**config.mk**
```make
export PLATFORM = sky130hd
export DESIGN_NAME = spi_reg_port
export DESIGN_NICKNAME = d
export VERILOG_FILES = /design/src/rtl/spi_reg_pkg.sv /design/src/rtl/spi_bit_shifter.sv /design/src/rtl/spi_addr_step.sv /design/src/rtl/spi_stage_bank.sv /design/src/rtl/spi_reg_port.sv
export SDC_FILE = /design/constraint.sdc
export NUM_CORES = 1
export LEC_CHECK = 0
export BUFFER_PORTS_ARGS = -buffer_cell sky130_fd_sc_hd__buf_2
export CORE_MARGIN = 8
export CORE_UTILIZATION = 55
export CTS_BUF_LIST = sky130_fd_sc_hd__clkbuf_2 sky130_fd_sc_hd__clkbuf_4 sky130_fd_sc_hd__clkbuf_8
export CTS_CLUSTER_DIAMETER = 80
export DETAILED_ROUTE_END_ITERATION = 8
export PLACE_DENSITY_LB_ADDON = 0.2
export SLEW_MARGIN = 0
export SYNTH_ARGS = -nofsm -noshare
export SYNTH_HDL_FRONTEND = slang
export SYNTH_SLANG_ARGS = --single-unit
```
**constraint.sdc**
```tcl
create_clock -name clk -period 16.86 [get_ports clk]
set_clock_uncertainty 0.15 [all_clocks]
set_input_delay 2.529 -clock clk [delete_from_list [all_inputs] [get_ports clk]]
set_output_delay 2.529 -clock clk [all_outputs]
set_load 0.02 [all_outputs]
```
**src/rtl/spi_reg_pkg.sv**
```systemverilog
// Shared types for the serial register port.
// Assumes a fixed 16-bit instruction word with a 13-bit address field.
package spi_reg_pkg;
    localparam int HDR_BITS   = 16;
    localparam int HDR_ADDR_W = 13;

    // Frame phase: instruction word, data bytes, or finished (ignoring bits).
    typedef enum logic [1:0] {
        PH_HDR  = 2'd0,
        PH_DATA = 2'd1,
        PH_IDLE = 2'd2
    } spi_phase_t;

    // Instruction word layout, most significant field first.
    typedef struct packed {
        logic                  rd;
        logic [1:0]            len;
        logic [HDR_ADDR_W-1:0] addr;
    } spi_hdr_t;

    localparam logic [1:0] LEN_STREAM = 2'b11;
endpackage

```
**src/rtl/spi_bit_shifter.sv**
```systemverilog
// Collects serial bits into the instruction word and into data bytes.
// A single 16-bit shift register serves both phases; the bit order input
// picks the shift direction. Assumes bit_rise is a one-cycle pulse.
module spi_bit_shifter
    import spi_reg_pkg::*;
(
    input  logic       clk,
    input  logic       rst_n,
    input  logic       cs_n,
    input  logic       bit_rise,
    input  logic       lsb_first,
    input  logic       din,
    input  spi_phase_t phase,
    output logic       hdr_done,
    output spi_hdr_t   hdr_word,
    output logic       byte_done,
    output logic [7:0] byte_val,
    output logic       cnt_zero
);
    localparam int CNT_W = $clog2(HDR_BITS);

    logic [HDR_BITS-1:0] sh_q;
    logic [HDR_BITS-1:0] sh_nxt;
    logic [CNT_W-1:0]    cnt_q;
    logic                last_bit;
    logic                shifting;

    // Next shift value, end-of-field detection and decoded outputs.
    always_comb begin
        sh_nxt    = lsb_first ? {din, sh_q[HDR_BITS-1:1]} : {sh_q[HDR_BITS-2:0], din};
        last_bit  = (phase == PH_HDR) ? (cnt_q == CNT_W'(HDR_BITS - 1))
                                      : (cnt_q == CNT_W'(7));
        shifting  = bit_rise && !cs_n && (phase != PH_IDLE);
        hdr_done  = shifting && (phase == PH_HDR) && last_bit;
        byte_done = shifting && (phase == PH_DATA) && last_bit;
        hdr_word  = spi_hdr_t'(sh_nxt);
        byte_val  = lsb_first ? sh_nxt[HDR_BITS-1:HDR_BITS-8] : sh_nxt[7:0];
        cnt_zero  = (cnt_q == '0);
    end

    // Shift register and bit counter; chip select high clears the count.
    always_ff @(posedge clk) begin
        if (!rst_n) begin
            sh_q  <= '0;
            cnt_q <= '0;
        end else if (cs_n) begin
            cnt_q <= '0;
        end else if (shifting) begin
            sh_q  <= sh_nxt;
            cnt_q <= last_bit ? '0 : cnt_q + CNT_W'(1);
        end
    end

    AST_DATA_BIT_RANGE: assert property (@(posedge clk) disable iff (!rst_n)
        (phase == PH_DATA) |-> (cnt_q < CNT_W'(8)));
endmodule

```
**src/rtl/spi_addr_step.sv**
```systemverilog
// Computes the address for the next byte of a transfer.
// Counting up wraps at the top of the address space; counting down from
// zero jumps to WRAP_ADDR.
module spi_addr_step #(
    parameter int                 ADDR_W    = 13,
    parameter logic [ADDR_W-1:0]  WRAP_ADDR = 13'h232
) (
    input  logic [ADDR_W-1:0] addr_i,
    input  logic              ascend_i,
    output logic [ADDR_W-1:0] addr_o
);
    // Up or down step with the downward wrap.
    always_comb begin
        if (ascend_i)
            addr_o = addr_i + ADDR_W'(1);
        else if (addr_i == '0)
            addr_o = WRAP_ADDR;
        else
            addr_o = addr_i - ADDR_W'(1);
    end
endmodule

```
**src/rtl/spi_stage_bank.sv**
```systemverilog
// Staging and active register copies plus the update trigger.
// A write of bit 0 = 1 to UPD_ADDR arms a pending flag; the next serial
// clock rise copies staging into active. Assumes wr_en is a one-cycle pulse.
module spi_stage_bank #(
    parameter int                ADDR_W   = 13,
    parameter int                NREGS    = 8,
    parameter logic [ADDR_W-1:0] UPD_ADDR = 13'h232
) (
    input  logic               clk,
    input  logic               rst_n,
    input  logic               sclk_rise,
    input  logic               wr_en,
    input  logic [ADDR_W-1:0]  wr_addr,
    input  logic [7:0]         wr_data,
    input  logic [ADDR_W-1:0]  rd_addr,
    output logic [7:0]         rd_data,
    output logic [NREGS*8-1:0] stage_flat,
    output logic [NREGS*8-1:0] active_flat
);
    localparam logic [ADDR_W-1:0] LIMIT = ADDR_W'(NREGS);

    logic [7:0] stage_q  [NREGS];
    logic [7:0] active_q [NREGS];
    logic       upd_pend_q;
    logic       upd_hit;
    logic       copy_now;

    // Detect the update command and the edge that performs the copy.
    always_comb begin
        upd_hit  = wr_en && (wr_addr == UPD_ADDR) && wr_data[0];
        copy_now = sclk_rise && upd_pend_q;
    end

    // Pending-update flag: set by the command, cleared by the copying edge.
    always_ff @(posedge clk) begin
        if (!rst_n)
            upd_pend_q <= 1'b0;
        else if (upd_hit)
            upd_pend_q <= 1'b1;
        else if (sclk_rise)
            upd_pend_q <= 1'b0;
    end

    for (genvar g = 0; g < NREGS; g++) begin : g_reg
        // Staging register g: loaded by a write to its address.
        always_ff @(posedge clk) begin
            if (!rst_n)
                stage_q[g] <= '0;
            else if (wr_en && (wr_addr == ADDR_W'(g)))
                stage_q[g] <= wr_data;
        end

        // Active register g: follows staging only on an update.
        always_ff @(posedge clk) begin
            if (!rst_n)
                active_q[g] <= '0;
            else if (copy_now)
                active_q[g] <= stage_q[g];
        end

        assign stage_flat[g*8 +: 8]  = stage_q[g];
        assign active_flat[g*8 +: 8] = active_q[g];
    end

    // Read mux over staging; unmapped addresses read as zero.
    always_comb begin
        rd_data = '0;
        for (int i = 0; i < NREGS; i++)
            if (rd_addr == ADDR_W'(i))
                rd_data = stage_q[i];
    end

    AST_UNMAPPED_QUIET: assert property (@(posedge clk) disable iff (!rst_n)
        ($past(wr_en) && ($past(wr_addr) >= LIMIT)) |-> $stable(stage_flat));
    AST_ACTIVE_HOLD: assert property (@(posedge clk) disable iff (!rst_n)
        !$past(upd_pend_q) |-> $stable(active_flat));
    AST_COPY_TAKES: assert property (@(posedge clk) disable iff (!rst_n)
        $past(sclk_rise && upd_pend_q) |-> (active_flat == $past(stage_flat)));
endmodule

```
**src/rtl/spi_reg_port.sv**
```systemverilog
// Serial register port top: edge detection, frame sequencing, address
// stepping and read-out. Assumes the serial pins are already synchronous
// to clk and that each serial clock level lasts at least two clk cycles.
module spi_reg_port
    import spi_reg_pkg::*;
#(
    parameter int                    NREGS     = 8,
    parameter logic [HDR_ADDR_W-1:0] UPD_ADDR  = 13'h232,
    parameter logic [HDR_ADDR_W-1:0] WRAP_ADDR = 13'h232
) (
    input  logic               clk,
    input  logic               rst_n,
    input  logic               spi_cs_n,
    input  logic               spi_sclk,
    input  logic               spi_sdio_in,
    input  logic               cfg_lsb_first,
    input  logic               cfg_sdo_sep,
    output logic               spi_sdio_out,
    output logic               spi_sdio_oe,
    output logic               spi_sdo,
    output logic [NREGS*8-1:0] stage_regs,
    output logic [NREGS*8-1:0] active_regs
);
    localparam int ADDR_W = HDR_ADDR_W;

    logic              sclk_q;
    logic              rise;
    logic              fall;
    spi_phase_t        phase_q;
    logic              rw_q;
    logic              stream_q;
    logic [1:0]        left_q;
    logic [ADDR_W-1:0] addr_q;
    logic [ADDR_W-1:0] addr_nxt;
    logic [7:0]        rd_sh_q;
    logic              rd_act_q;
    logic              rd_bit;
    logic              hdr_done;
    spi_hdr_t          hdr_word;
    logic              byte_done;
    logic [7:0]        byte_val;
    logic              cnt_zero;
    logic              wr_en;
    logic [7:0]        rd_data;

    // Serial clock edges seen by the system clock.
    always_comb begin
        rise   = spi_sclk && !sclk_q;
        fall   = !spi_sclk && sclk_q && !spi_cs_n;
        wr_en  = byte_done && !rw_q;
        rd_bit = cfg_lsb_first ? rd_sh_q[0] : rd_sh_q[7];
    end

    spi_bit_shifter i_shifter (
        .clk       (clk),
        .rst_n     (rst_n),
        .cs_n      (spi_cs_n),
        .bit_rise  (rise),
        .lsb_first (cfg_lsb_first),
        .din       (spi_sdio_in),
        .phase     (phase_q),
        .hdr_done  (hdr_done),
        .hdr_word  (hdr_word),
        .byte_done (byte_done),
        .byte_val  (byte_val),
        .cnt_zero  (cnt_zero)
    );

    spi_addr_step #(.ADDR_W(ADDR_W), .WRAP_ADDR(WRAP_ADDR)) i_step (
        .addr_i   (addr_q),
        .ascend_i (cfg_lsb_first),
        .addr_o   (addr_nxt)
    );

    spi_stage_bank #(.ADDR_W(ADDR_W), .NREGS(NREGS), .UPD_ADDR(UPD_ADDR)) i_bank (
        .clk         (clk),
        .rst_n       (rst_n),
        .sclk_rise   (rise),
        .wr_en       (wr_en),
        .wr_addr     (addr_q),
        .wr_data     (byte_val),
        .rd_addr     (addr_q),
        .rd_data     (rd_data),
        .stage_flat  (stage_regs),
        .active_flat (active_regs)
    );

    // Frame sequencer: instruction decode, byte counting, address stepping.
    always_ff @(posedge clk) begin
        if (!rst_n) begin
            sclk_q   <= 1'b0;
            phase_q  <= PH_HDR;
            rw_q     <= 1'b0;
            stream_q <= 1'b0;
            left_q   <= '0;
            addr_q   <= '0;
        end else begin
            sclk_q <= spi_sclk;
            if (spi_cs_n) begin
                phase_q <= PH_HDR;
            end else if (hdr_done) begin
                rw_q     <= hdr_word.rd;
                stream_q <= (hdr_word.len == LEN_STREAM);
                left_q   <= hdr_word.len;
                addr_q   <= hdr_word.addr;
                phase_q  <= PH_DATA;
            end else if (byte_done) begin
                addr_q <= addr_nxt;
                if (!stream_q) begin
                    if (left_q == 2'd0)
                        phase_q <= PH_IDLE;
                    else
                        left_q <= left_q - 2'd1;
                end
            end
        end
    end

    // Read shifter: load a byte on the first falling edge, shift on the rest.
    always_ff @(posedge clk) begin
        if (!rst_n) begin
            rd_sh_q  <= '0;
            rd_act_q <= 1'b0;
        end else if (spi_cs_n) begin
            rd_act_q <= 1'b0;
        end else if (byte_done && !stream_q && (left_q == 2'd0)) begin
            rd_act_q <= 1'b0;
        end else if (fall && (phase_q == PH_DATA) && rw_q) begin
            if (cnt_zero) begin
                rd_sh_q  <= rd_data;
                rd_act_q <= 1'b1;
            end else begin
                rd_sh_q <= cfg_lsb_first ? {1'b0, rd_sh_q[7:1]} : {rd_sh_q[6:0], 1'b0};
            end
        end
    end

    assign spi_sdio_out = rd_bit;
    assign spi_sdio_oe  = rd_act_q && !cfg_sdo_sep;
    assign spi_sdo      = cfg_sdo_sep ? rd_bit : 1'b0;

    AST_WRAP_DOWN: assert property (@(posedge clk) disable iff (!rst_n)
        $past(byte_done && !cfg_lsb_first && (addr_q == '0)) |-> (addr_q == WRAP_ADDR));
    AST_OE_AFTER_CS: assert property (@(posedge clk) disable iff (!rst_n)
        $past(spi_cs_n) |-> !spi_sdio_oe);
    AST_READ_HOLD: assert property (@(posedge clk) disable iff (!rst_n)
        !$past(fall) |-> $stable(rd_sh_q));
    AST_LEN_STOP: assert property (@(posedge clk) disable iff (!rst_n)
        $past(byte_done && !stream_q && (left_q == 2'd0)) |-> (phase_q == PH_IDLE));
endmodule

```
==> metrics <==
Inserted Clock Buffers=17; multi-input logic area=3390 um^2; met2 usage=39.9%; worst path arrival time=3.92 ns; setup slack at placement=10.30 ns; GRT Total Usage=23.7%; WL final=23700 um; first-pass GRT wire length=36700 um; Root Driver=clkbuf_8; gr busiest metal=met2; nets=933; Final Hold Vio Count=0; Final HPWL DP=16800 um; register area=4840 um^2; unrepaired setup endpoints after global routing=no; initial core utilization=56.0%; Final Critical Period=6.60 ns; WL per Instance=21.1 um; post-synthesis cell count=811; Syn Std Cell Area=8480 um^2; synth top area cells=edfxtp_1 45%, dfxtp_1 12%, and2_1 5.2%; Via density=6.18; Clock transition at path regs=0.09 ns; relative slew slack=16.8%; met3 Track Usage GR=5.03%; GRT overflow=0; initial antenna violation count=0; GP Congestion=0.908; asr flop ratio synth=0%; status=complete, no violations; Most Frequent Cell on Critical Path=buf_2; Syn-to-layout area delta=14.0%; flops & latches, synth=178; Die Width=140 um; share of cells above drive strength 1=19.9%; Worst EP required=14.18 ns; class of the worst hold path=register to register; Post-synth EDFFs=128; core area=15100 um^2; max incr delay on CP=0.53 ns; # fillers=1201; worst-path fanout max=57; pwr dens=89.9 nW/um^2; Avg Inst Size Synth=10.5 um^2; Max Root-Sink Buffers=2; total number of vias=6911; final worst-path cycle share=39.1%; Slew Limit Fails=0; max cap viols=0; critical path, cell by cell=buf_2 > buf_4 > mux2_2 > and2_1 > buf_2; clk_lat worst skew=0.47 ns; # Post-CTS Setup Buffers=0; Seq/Total Area, Yosys=57.1%; drt first-iter violations=682; Post-synth top flop=edfxtp_1; Worst Max-Slew Pin Slew=1.25 ns; fmax=0.152 GHz; Yosys top cell area share=45.3%; Antenna Nets Post-Route=0; library cells used by synthesis=56; top cells by count, synth=128 x edfxtp_1, 107 x nor2_1, 70 x and2_1; Yosys warnings=0; Pleak=0.00361 uW; DRT Pass-1 Iters=6; H-tree depth=4; Worst setup EP type=output pin; post-cts sizing count=0; VDD IR-drop max=0.0000662 V; GR Util met1=29.0%; vias in the first global route=6631; CTS sink cnt=178; most frequent cell after synthesis=edfxtp_1; DRC Markers=0; I/O Buffers=137; CP Launch Type=input port; IO Pins=138; largest delay contributor family on the critical path=buffers and inverters; Slowest cell on crit path=buf_4; number of diodes=0; largest net degree at the start of global routing=65; Setup TNS=0 ns; Crit Path Class=input port to output pin; die area=19600 um^2; Core Rows=45; TritonCTS clock tree=yes; Synth area leader=edfxtp_1; Final setup viols=0; Die Y-Extent=140 um; Synth Net Count=826; post-layout util=63.9%; hold bufs inserted after CTS=0; PnR worst setup slack=10.26 ns; WP buf/inv=3
-- cells by family (layout without fill, tap and decap cells) --
| logic type | Yosys count | in the layout | synth area share [%] |
|---|---|---|---|
| AND/OR/NAND/NOR | 346 | 346 | 21.0 |
| flip-flops | 178 | 178 | 57.1 |
| XOR/XNOR | 14 | 14 | 1.45 |
| AO/OA/AOI/OAI | 174 | 174 | 13.8 |
| buffers and inverters | 72 | 192 | 3.23 |
| multiplexers | 19 | 19 | 2.26 |
| adder cells (fa/ha/maj) | 8 | 8 | 1.18 |
-- final timing paths --
check | to | from | slack [ns] | cells after the start
setup / recovery | spi_sdo | cfg_lsb_first | 10.26 | 5
setup reg to reg | i_bank.stage_q[1][23]$_SDFFCE_PN0P_ | addr_q[6]$_SDFFE_PN0P_ | 13.18 | 4
hold reg to reg | i_bank.upd_pend_q$_SDFFE_PN0P_ | i_bank.upd_pend_q$_SDFFE_PN0P_ | 0.36 | 2
hold / removal | i_bank.upd_pend_q$_SDFFE_PN0P_ | i_bank.upd_pend_q$_SDFFE_PN0P_ | 0.36 | 2
-- power breakdown --
| part | switching (uW) | internal (uW) |
|---|---|---|
| logic | 51.4 | 19.3 |
| registers | 11.8 | 484 |
| clock network | 168 | 136 |
| total | 231 | 639 |
-- layout by cell type (no fill, tap or decap), drive strengths merged, types with 18 or more instances in the layout --
master,instances
o21ai,34
a21oi,33
inv,23
edfxtp,128
and2,70
buf,144
nand2,55
nor2,107
a211oi,24
mux2i,18
nor3,22
dfxtp,50
-- flip-flops by register name, indices dropped and copies added, names as in the netlist, 2 cells and up --
| name | cells |
|---|---|
| i_shifter.sh_q | 16 |
| rd_sh_q | 8 |
| addr_q | 13 |
| phase_q | 2 |
| i_bank.stage_q | 64 |
| left_q | 2 |
| i_shifter.cnt_q | 4 |
| i_bank.active_q | 64 |
-- area by class of cell --
class,count,share of cell area (%)
Clock buffer,17,2.42
Clock inverter,15,1.77
Inverter,16,0.621
Multi-Input combinational cell,561,35.0
Sequential cell,178,50.1
Tap cell,188,2.43
Timing Repair Buffer,144,7.63
-- worst reg2reg max path, stage by stage (launching register included) --
cell     delay, ns
dfxtp_1       0.44
or3_1         0.55
nor4_4        0.91
nand2_1       0.29
o21ai_0       0.96
-- per-stage QoR --
step                power, uW  hold slack [ns]  instance area, um^2  std cells
finish                    870            0.359                 9670       1119
global placement          574            0.320                 9270       1087
CTS                       873            0.364                 9670       1119
global route              894            0.387                 9670       1119
detailed placement        576            0.343                 9270       1087
floorplan                 547            0.304                 8480        811
-- per-layer routing --
layer | share of wire, % | vias up
li1 | - | 3187
met1 | 40 | 3352
met2 | 50 | 323
met3 | 7.4 | 49
met4 | 3.3 | 0
met5 | 0 | -
Note: power is estimated with default switching activity, not from simulation.
